--- src/rtl/lpm_pkg.sv ---
package lpm_pkg;

  typedef enum logic [2:0] {
    ST_RUN     = 3'd0,
    ST_IDLE    = 3'd1,
    ST_PD_OFF  = 3'd2,
    ST_PD_WAKE = 3'd3,
    ST_PD_RSTW = 3'd4
  } lpm_state_t;

endpackage

--- src/rtl/lpm_rst_qual.sv ---
// Counts consecutive high samples of the reset pin while the oscillator
// runs; asserts the internal reset once the full window has been seen.
module lpm_rst_qual #(
  parameter int QUAL_CYC = 24
) (
  input  logic clk_i,
  input  logic rst_ni,
  input  logic pin_i,
  input  logic osc_run_i,
  output logic fire_o,
  output logic sys_rst_o
);
  localparam int CW = (QUAL_CYC > 2) ? $clog2(QUAL_CYC) : 1;
  localparam logic [CW-1:0] LAST = CW'(QUAL_CYC - 1);

  logic [CW-1:0] cnt_q;
  logic          rst_q;

  assign fire_o    = pin_i && osc_run_i && (cnt_q == LAST);
  assign sys_rst_o = rst_q;

  always_ff @(posedge clk_i or negedge rst_ni) begin
    if (!rst_ni) begin
      cnt_q <= '0;
    end else if (!pin_i) begin
      cnt_q <= '0;
    end else if (osc_run_i && (cnt_q != LAST)) begin
      cnt_q <= cnt_q + 1'b1;
    end
  end

  always_ff @(posedge clk_i or negedge rst_ni) begin
    if (!rst_ni) begin
      rst_q <= 1'b1;
    end else if (!pin_i) begin
      rst_q <= 1'b0;
    end else if (fire_o) begin
      rst_q <= 1'b1;
    end
  end
endmodule

--- src/rtl/lpm_clk_div.sv ---
// Divide-by-two phase: one enable pulse every second oscillator period.
module lpm_clk_div (
  input  logic clk_i,
  input  logic rst_ni,
  input  logic run_i,
  output logic tick_o
);
  logic phase_q;

  always_ff @(posedge clk_i or negedge rst_ni) begin
    if (!rst_ni) begin
      phase_q <= 1'b0;
    end else if (run_i) begin
      phase_q <= ~phase_q;
    end
  end

  assign tick_o = run_i && phase_q;
endmodule

--- src/rtl/lpm_stab_cnt.sv ---
// Oscillator stabilization down-counter, loaded when the oscillator restarts.
module lpm_stab_cnt #(
  parameter int STAB_CYC = 16
) (
  input  logic                             clk_i,
  input  logic                             rst_ni,
  input  logic                             load_i,
  output logic [$clog2(STAB_CYC+1)-1:0]    left_o,
  output logic                             done_o
);
  localparam int SW = $clog2(STAB_CYC + 1);

  logic [SW-1:0] cnt_q;

  always_ff @(posedge clk_i or negedge rst_ni) begin
    if (!rst_ni) begin
      cnt_q <= '0;
    end else if (load_i) begin
      cnt_q <= SW'(STAB_CYC);
    end else if (cnt_q != '0) begin
      cnt_q <= cnt_q - 1'b1;
    end
  end

  assign left_o = cnt_q;
  assign done_o = (cnt_q == '0);
endmodule

--- src/rtl/lpm_wake_sel.sv ---
// Picks the external lines allowed to end power-down: enabled, level mode, low.
module lpm_wake_sel #(
  parameter int N_EXT = 2
) (
  input  logic [N_EXT-1:0] pin_n_i,
  input  logic [N_EXT-1:0] en_i,
  input  logic [N_EXT-1:0] lvl_i,
  output logic             wake_o
);
  logic [N_EXT-1:0] elig;

  for (genvar g = 0; g < N_EXT; g++) begin : g_line
    assign elig[g] = en_i[g] && lvl_i[g] && !pin_n_i[g];
  end

  assign wake_o = |elig;
endmodule

--- src/rtl/lpm_ctrl.sv ---
module lpm_ctrl
  import lpm_pkg::*;
#(
  parameter int OSC_PER_MC = 12,
  parameter int RST_MC     = 2,
  parameter int STAB_CYC   = 16,
  parameter int N_EXT      = 2
) (
  input  logic             clk_i,
  input  logic             pwr_ok_i,
  input  logic             rst_pin_i,
  input  logic             idle_req_i,
  input  logic             pd_req_i,
  input  logic             irq_pend_i,
  input  logic [N_EXT-1:0] ext_int_n_i,
  input  logic [N_EXT-1:0] ext_int_en_i,
  input  logic [N_EXT-1:0] ext_int_lvl_i,
  input  logic             flag_we_i,
  input  logic             flag_wd_i,
  output logic             sys_rst_o,
  output logic             cpu_clk_en_o,
  output logic             per_clk_en_o,
  output logic             osc_en_o,
  output logic             ram_inh_o,
  output logic             pof_o
);
  localparam int QUAL_CYC = OSC_PER_MC * RST_MC;
  localparam int STAB_W   = $clog2(STAB_CYC + 1);

  lpm_state_t        state_q, state_d;
  logic              osc_run, fire, sys_rst_q, tick;
  logic              wake_any, stab_load, stab_done;
  logic [STAB_W-1:0] stab_left;
  logic              ram_inh_q, pof_q;

  assign osc_run = (state_q != ST_PD_OFF);

  lpm_rst_qual #(.QUAL_CYC(QUAL_CYC)) u_qual (
    .clk_i     (clk_i),
    .rst_ni    (pwr_ok_i),
    .pin_i     (rst_pin_i),
    .osc_run_i (osc_run),
    .fire_o    (fire),
    .sys_rst_o (sys_rst_q)
  );

  lpm_clk_div u_div (
    .clk_i  (clk_i),
    .rst_ni (pwr_ok_i),
    .run_i  (osc_run),
    .tick_o (tick)
  );

  lpm_wake_sel #(.N_EXT(N_EXT)) u_wake (
    .pin_n_i (ext_int_n_i),
    .en_i    (ext_int_en_i),
    .lvl_i   (ext_int_lvl_i),
    .wake_o  (wake_any)
  );

  lpm_stab_cnt #(.STAB_CYC(STAB_CYC)) u_stab (
    .clk_i  (clk_i),
    .rst_ni (pwr_ok_i),
    .load_i (stab_load),
    .left_o (stab_left),
    .done_o (stab_done)
  );

  // Sequencing state machine
  always_comb begin
    state_d   = state_q;
    stab_load = 1'b0;
    if (sys_rst_q) begin
      state_d = ST_RUN;
    end else begin
      unique case (state_q)
        ST_RUN: begin
          if (pd_req_i)        state_d = ST_PD_OFF;
          else if (idle_req_i) state_d = ST_IDLE;
        end
        ST_IDLE: begin
          if (rst_pin_i || irq_pend_i) state_d = ST_RUN;
        end
        ST_PD_OFF: begin
          if (rst_pin_i) begin
            state_d = ST_PD_RSTW;
          end else if (wake_any) begin
            state_d   = ST_PD_WAKE;
            stab_load = 1'b1;
          end
        end
        ST_PD_WAKE: begin
          if (stab_done && !wake_any) state_d = ST_RUN;
        end
        ST_PD_RSTW: begin
          if (!rst_pin_i) state_d = ST_PD_OFF;
        end
        default: state_d = ST_RUN;
      endcase
    end
  end

  always_ff @(posedge clk_i or negedge pwr_ok_i) begin
    if (!pwr_ok_i) state_q <= ST_RUN;
    else           state_q <= state_d;
  end

  // RAM inhibit: idle left through the reset pin, until reset takes over
  always_ff @(posedge clk_i or negedge pwr_ok_i) begin
    if (!pwr_ok_i) begin
      ram_inh_q <= 1'b0;
    end else if (state_q == ST_IDLE && rst_pin_i && !sys_rst_q) begin
      ram_inh_q <= 1'b1;
    end else if (fire || !rst_pin_i) begin
      ram_inh_q <= 1'b0;
    end
  end

  // Power-off flag: set by supply power-up, written by software
  always_ff @(posedge clk_i or negedge pwr_ok_i) begin
    if (!pwr_ok_i)      pof_q <= 1'b1;
    else if (flag_we_i) pof_q <= flag_wd_i;
  end

  assign sys_rst_o    = sys_rst_q;
  assign osc_en_o     = osc_run;
  assign per_clk_en_o = tick && (state_q == ST_RUN || state_q == ST_IDLE);
  assign cpu_clk_en_o = tick && (state_q == ST_RUN);
  assign ram_inh_o    = ram_inh_q;
  assign pof_o        = pof_q;
endmodule

--- config.mk ---
export PLATFORM = sky130hd
export DESIGN_NAME = lpm_ctrl
export DESIGN_NICKNAME = d
export VERILOG_FILES = /design/src/rtl/lpm_pkg.sv /design/src/rtl/lpm_rst_qual.sv /design/src/rtl/lpm_clk_div.sv /design/src/rtl/lpm_stab_cnt.sv /design/src/rtl/lpm_wake_sel.sv /design/src/rtl/lpm_ctrl.sv
export SDC_FILE = /design/constraint.sdc
export NUM_CORES = 1
export LEC_CHECK = 0
export CAP_MARGIN = 20
export CORE_AREA = 2 2 62 64
export CTS_BUF_LIST = sky130_fd_sc_hd__clkbuf_4 sky130_fd_sc_hd__clkbuf_8
export DETAILED_ROUTE_END_ITERATION = 6
export DIE_AREA = 0 0 64 66
export SYNTH_ARGS = -nofsm -noshare
export SYNTH_HDL_FRONTEND = slang
export SYNTH_HIERARCHICAL = 1
export SYNTH_SLANG_ARGS = --single-unit
--- constraint.sdc ---
create_clock -name clk_i -period 2 [get_ports clk_i]
set_input_delay 0.3 -clock clk_i [delete_from_list [all_inputs] [get_ports clk_i]]
set_output_delay 0.3 -clock clk_i [all_outputs]
set_load 0.01 [all_outputs]
==> reports/qor.txt, run 1 <==
Largest net degree at the start of global routing: 18
P per Cell Area: 1160 mW/mm²
CTS Hold Bufs: 0
Maximum clock frequency: 0.524 GHz
Peak supply drop: 0.392 mV
Core area: 0.00355 mm²
Post-synthesis async set-or-reset flop share: 100%
Clock transition at path regs: 100 ps
CTS tree: built
Worst min path class: in -> async
Row cnt: 22
Initial Utilization: 28.5%
Final Setup Violations: 0
Clock skew: 10.5 ps
Fin. max-slew vios: 0
Fillers: 360
Post-DP HPWL: 1.67 mm
Critical path arrival: 1610 ps
Tcrit/Tclk final: 95.5%
Worst-case clock buffer depth: 2
Starting DRT DRC Count: 2
Number of diodes: 0
Period minus WS final: 1910 ps
Layout cells sized above 1: 22.9%
Worst-path fanout max: 3
R2R Setup Slk: 140 ps
Drt wl/cell: 11.8 µm
Slew headroom: 79.2%
Mapped Cells: 104
Initial antenna violation count: 0
Via Count: 833
Area Growth Syn to Fin: 32.1%
Total track usage: 11.7%
RSZ-0062 raised after global routing: false
Slew @ Worst Pin: 310 ps
Setup TNS: 0 ps
Number of vias per cell: 4.65
Nets: 148
Number of flops mapped to enable cells by yosys: 0
Antenna-violating nets left: 0
Primary FF master, synth: dfrtp_1
Mapped Nets: 120
Setup bufs post-CTS: 0
Die X-Extent: 64 µm
Status: finished, final reports clean
DIE HEIGHT: 66 µm
Unique cell type count in the Yosys netlist: 43
Startpoint types: flip-flop
Vias in the first global route: 894
Leakage power: 0.580 nW
# IOs: 20
PortBufs: 19
Final GP Congestion: 0.749
Root buffer cell: clkbuf_4
Seq cells post-synth: 17
Pwr Total: 1.55 mW
Final Hold Viols: 0
Req. time, crit path: 1700 ps
Num CTS Buffers: 3
Grt total ovfl: 0
Routed wire length: 2.12 mm
Die ar.: 0.00422 mm²
First-pass GRT wire length: 3.86 mm
CP Class: reg -> out
Total clock sinks: 17
Synth warnings: 6
CP Capture Type: output port
Max-Cap Viols: 0
End-of-flow core utilization: 37.6%
WHS: 324 ps
Clock latency on the worst-skew pair: 290 ps
DR pass1 iterations: 6
DR DRC count: 0
H-tree levels: 1
Sequential share of the synthesized area: 42.3%
Syn_area_per_cell: 9.72 µm²
Netlist Area Pre-Place: 0.00101 mm²
## where the power goes
part	leakage [nW]	switching, mW	internal, mW
Sequential	0.214	0.0874	0.459
Clock	0.0184	0.106	0.0910
Combinational	0.348	0.381	0.427
Total	0.580	0.575	0.977
## layer usage
metal	track usage (%)	share of wire, %	vias up
met5	0	0	-
met4	0.815	0	0
met3	3.07	4.4	0
met2	21.5	51	14
met1	14.2	44	404
li1	-	-	415
## path summary, 6_finish.rpt
kind                                       start                to  cells past startpoint
worst min register to register     u_div/phase_q     u_div/phase_q                      1
worst max register to register  u_stab/left_o[0]        state_q[1]                      8
min in group clk_i                 u_div/phase_q     u_div/phase_q                      1
worst max-delay path                  state_q[1]      cpu_clk_en_o                      6
max in group asynchronous               pwr_ok_i  u_qual/sys_rst_o                      2
worst min-delay path                    pwr_ok_i   u_qual/cnt_q[2]                      2
## worst max-delay path, cell delays in order (launching register included)
cell     delay, ps
dfrtp_1        370
inv_2           50
or3_4          380
and2_4         140
nor3b_4        140
nor2b_4        110
buf_2          130
## cells in the mapped netlist (all sizes together), types with 2 or more instances
library cell,n,share of area [%]
dfrtp,15,37
nand3,2,0.99
inv,10,3.7
buf,4,3.8
dfstp,2,5.2
mux2i,3,3.0
nand2,9,3.3
nor2,10,4.0
ha,2,2.5
nor2b,2,1.2
o21a,2,1.5
nor3b,2,2.0
nand4,3,1.9
nor3,3,1.5
nor4b,2,2.4
or3,2,1.7
xor2,3,2.6
a21oi,7,3.8
nand2b,4,2.5
## registers in the layout (all words and copies together), names as in the netlist
register          cells
u_qual/sys_rst_o      1
u_stab/left_o         5
state_q               3
u_qual/cnt_q          5
u_div/phase_q         1
ram_inh_o             1
pof_o                 1
## per-stage QoR
stage	area, µm²	std cells	setup WS (ps)
final	1340	179	90.8
after global routing	1340	179	23.8
after floorplan	1010	104	134
after CTS	1310	179	16.2
after detailed placement	1280	175	39.4
after global placement	1280	175	57.0
## cell usage in the layout, fill, tap and decap left out, types with 2 or more instances in the layout
cell	count
mux2i_1	3
clkdlybuf4s50_1	16
nor2_1	9
buf_4	8
nand3_1	2
a21oi_1	6
dfstp_2	2
nand2b_1	4
nor3_1	3
nand4_1	3
nand2_1	9
dfrtp_1	15
o21a_1	2
inv_1	9
xor2_1	3
clkbuf_4	4
## logic make-up after synthesis
group,share of synthesized area (%)
compound gates,14.9
xor+xnor,3.47
fa+ha+maj,2.47
buf+inv,7.55
flops,42.3
mux,4.08
simple gates,25.2
## what timing repair did
| action | CTS | global route |
|---|---|---|
| setup endpoints to repair | 3 | 3 |
| pin swaps | 0 | 2 |
| gates resized for setup | 6 | 8 |
## cell type report
class                   instances  area, µm²  share of cell area [%]
multi-input cells              73        536                    40.1
flip-flops and latches         17        428                    32.1
repair buffers                 27        244                    18.3
well taps                      48       60.1                    4.50
inverters                      10       37.5                    2.81
clock buffers                   4       30.0                    2.25
Note: power is estimated with default switching activity, not from simulation.
==> run 2, diff against run 1 <==
Settings changed: CORE_AREA 2 2 62 64 to 2 2 48 50, DIE_AREA 0 0 64 66 to 0 0 50 52, PLACE_DENSITY from default to 0.76, SKIP_CTS_REPAIR_TIMING from default to 1.
==> run 2 against run 1 <==
Die area shrank 38%. Final area shrank 2.9%. Hold slack lost 2.3 ps. Sequential power is essentially flat. Fmax shrank 1.2%. First-iteration DRC count grew to 8.0 times the previous value.
==> reports/qor.txt, run 2 (same netlist as run 1, synthesis figures left out) <==
Num CTS Buffers: 3 (unchanged)
Number of vias per cell: 5.26 (+13%)
Clock skew: 4.76 ps (-5.73 ps)
First-pass GRT wire length: 3.38 mm (-13%)
Root buffer cell: clkbuf_4
Starting DRT DRC Count: 16 (+14)
Area of the multi-input gates: 518 µm² (-3.3%)
End-of-flow core utilization: 61.6% (+24 points)
Total clock sinks: 17 (unchanged)
Maximum clock frequency: 0.518 GHz (-1.2%)
Clock transition at path regs: 100 ps (about the same)
Die ar.: 0.00260 mm² (-38%)
Nets: 148 (unchanged)
Worst-path fanout max: 2 (-1)
CP Class: reg -> out
R2R Path End: state_q[1]
P per Cell Area: 1140 mW/mm² (-2.1%)
Period minus WS final: 1930 ps (+23.0 ps)
Post-DP HPWL: 1.58 mm (-5.7%)
Layout cells sized above 1: 21.4% (-1.5 points)
Pwr Total: 1.48 mW (-4.9%)
Slew @ Worst Pin: 353 ps (+42.6 ps)
R2R Path Start: u_stab/left_o[0]
Setup TNS: 0 ps (unchanged)
Row cnt: 17 (-23%)
Final GP Congestion: 0.808 (+7.9%)
DR DRC count: 0 (unchanged)
Final worst setup slack: 67.8 ps (-23.0 ps)
Routed wire length: 1.94 mm (-8.3%)
Worst min path class: in -> async
PortBufs: 19 (unchanged)
Initial antenna violation count: 0 (unchanged)
Placement Setup Slack: 28.0 ps (-11.5 ps)
H-tree levels: 1 (unchanged)
R2R Setup Slk: 140 ps (about the same)
Most common cell after layout, fill and taps aside: clkdlybuf4s50_1
Max-Cap Viols: 0 (unchanged)
Worst-case clock buffer depth: 2 (unchanged)
CP Capture Type: output port
Leakage power: 0.593 nW (+2.3%)
Peak supply drop: 0.799 mV (+100%)
Number of diodes: 0 (unchanged)
Drt wl/cell: 12.2 µm (+3.2%)
Antenna-violating nets left: 0 (unchanged)
Vias in the first global route: 801 (-10%)
WHS: 322 ps (-2.29 ps)
Fin. max-slew vios: 0 (unchanged)
Initial Utilization: 48.0% (+20 points)
Grt total ovfl: 0 (unchanged)
DR pass1 iterations: 4 (-2)
# IOs: 20 (unchanged)
Status: finished, final reports clean
Area Growth Syn to Fin: 28.2%
Final Setup Violations: 0 (unchanged)
Final Hold Viols: 0 (unchanged)
Via Count: 837 (+0.48%)
Core area: 0.00211 mm² (-41%)
R2R depth: 8 (unchanged)
Total track usage: 17.5% (+5.8 points)
DIE HEIGHT: 52 µm (-21%)
Req. time, crit path: 1700 ps (about the same)
Clock latency on the worst-skew pair: 280 ps (about the same)
RSZ-0062 raised after global routing: false
Slew headroom: 76.4% (-2.8 points)
Die X-Extent: 50 µm (-22%)
Register Area: 428 µm² (unchanged)
Critical path arrival: 1630 ps (+20 ps)
Largest net degree at the start of global routing: 18 (unchanged)
CTS tree: built
Tcrit/Tclk final: 96.6% (+1.1 points)
Startpoint types: flip-flop
Commonest cells after routing, fill and taps aside: clkdlybuf4s50_1 (16), dfrtp_1 (15), nor2_1 (9), inv_1 (9), nand2_1 (9)
Fillers: 180 (-50%)
## run 2: layout make-up
| class | instances | share of cell area, % |
|---|---|---|
| Multi-Input combinational cell | 73 | 40.0 |
| Sequential cell | 17 | 33.0 |
| Timing Repair Buffer | 27 | 19.3 |
| Inverter | 10 | 2.90 |
| Tap cell | 28 | 2.70 |
| Clock buffer | 3 | 1.74 |
| Clock inverter | 1 | 0.386 |
## run 2: how the worst max path moves through the flow
stage,to,start,cells after the start,slack [ps]
final,cpu_clk_en_o,state_q[2],5,70
after detailed placement,cpu_clk_en_o,state_q[2],5,30
after floorplan,state_q[1],u_stab/left_o[0],9,130
after global placement,cpu_clk_en_o,state_q[2],5,60
after CTS,cpu_clk_en_o,state_q[2],5,-290
after global routing,cpu_clk_en_o,state_q[2],5,10
## run 2: report_power, final
group	internal (mW)	switching, mW
Combinational	0.396	0.361
Clock	0.0742	0.100
Sequential	0.459	0.0856
Total	0.929	0.546
## run 2: through the flow
stage / instance area (µm²) / instances
6_report: 1300 / 159
5_1_grt: 1300 / 159
4_1_cts: 1280 / 159
3_5_place_dp: 1260 / 155
3_3_place_gp: 1260 / 155
2_1_floorplan: 1010 / 104
## run 2: worst max-delay path, cell delays in order (launching register included)
cell and delay, ps:
dfrtp_1 390, or3_4 380, and2_2 190, nor3b_2 150, nor2b_1 120, clkbuf_2 120
## run 2: metal layers
metal / routed length [µm] / vias to the layer above / GRT usage [%] / part of all wire [%]
met3: 59 / 2 / 2.87 / 3.0
li1: - / 419 / - / -
met4: 16 / 0 / 8.33 / 0.82
met1: 833 / 402 / 20.0 / 43
met5: 0 / - / 0 / 0
met2: 1030 / 14 / 31.6 / 53
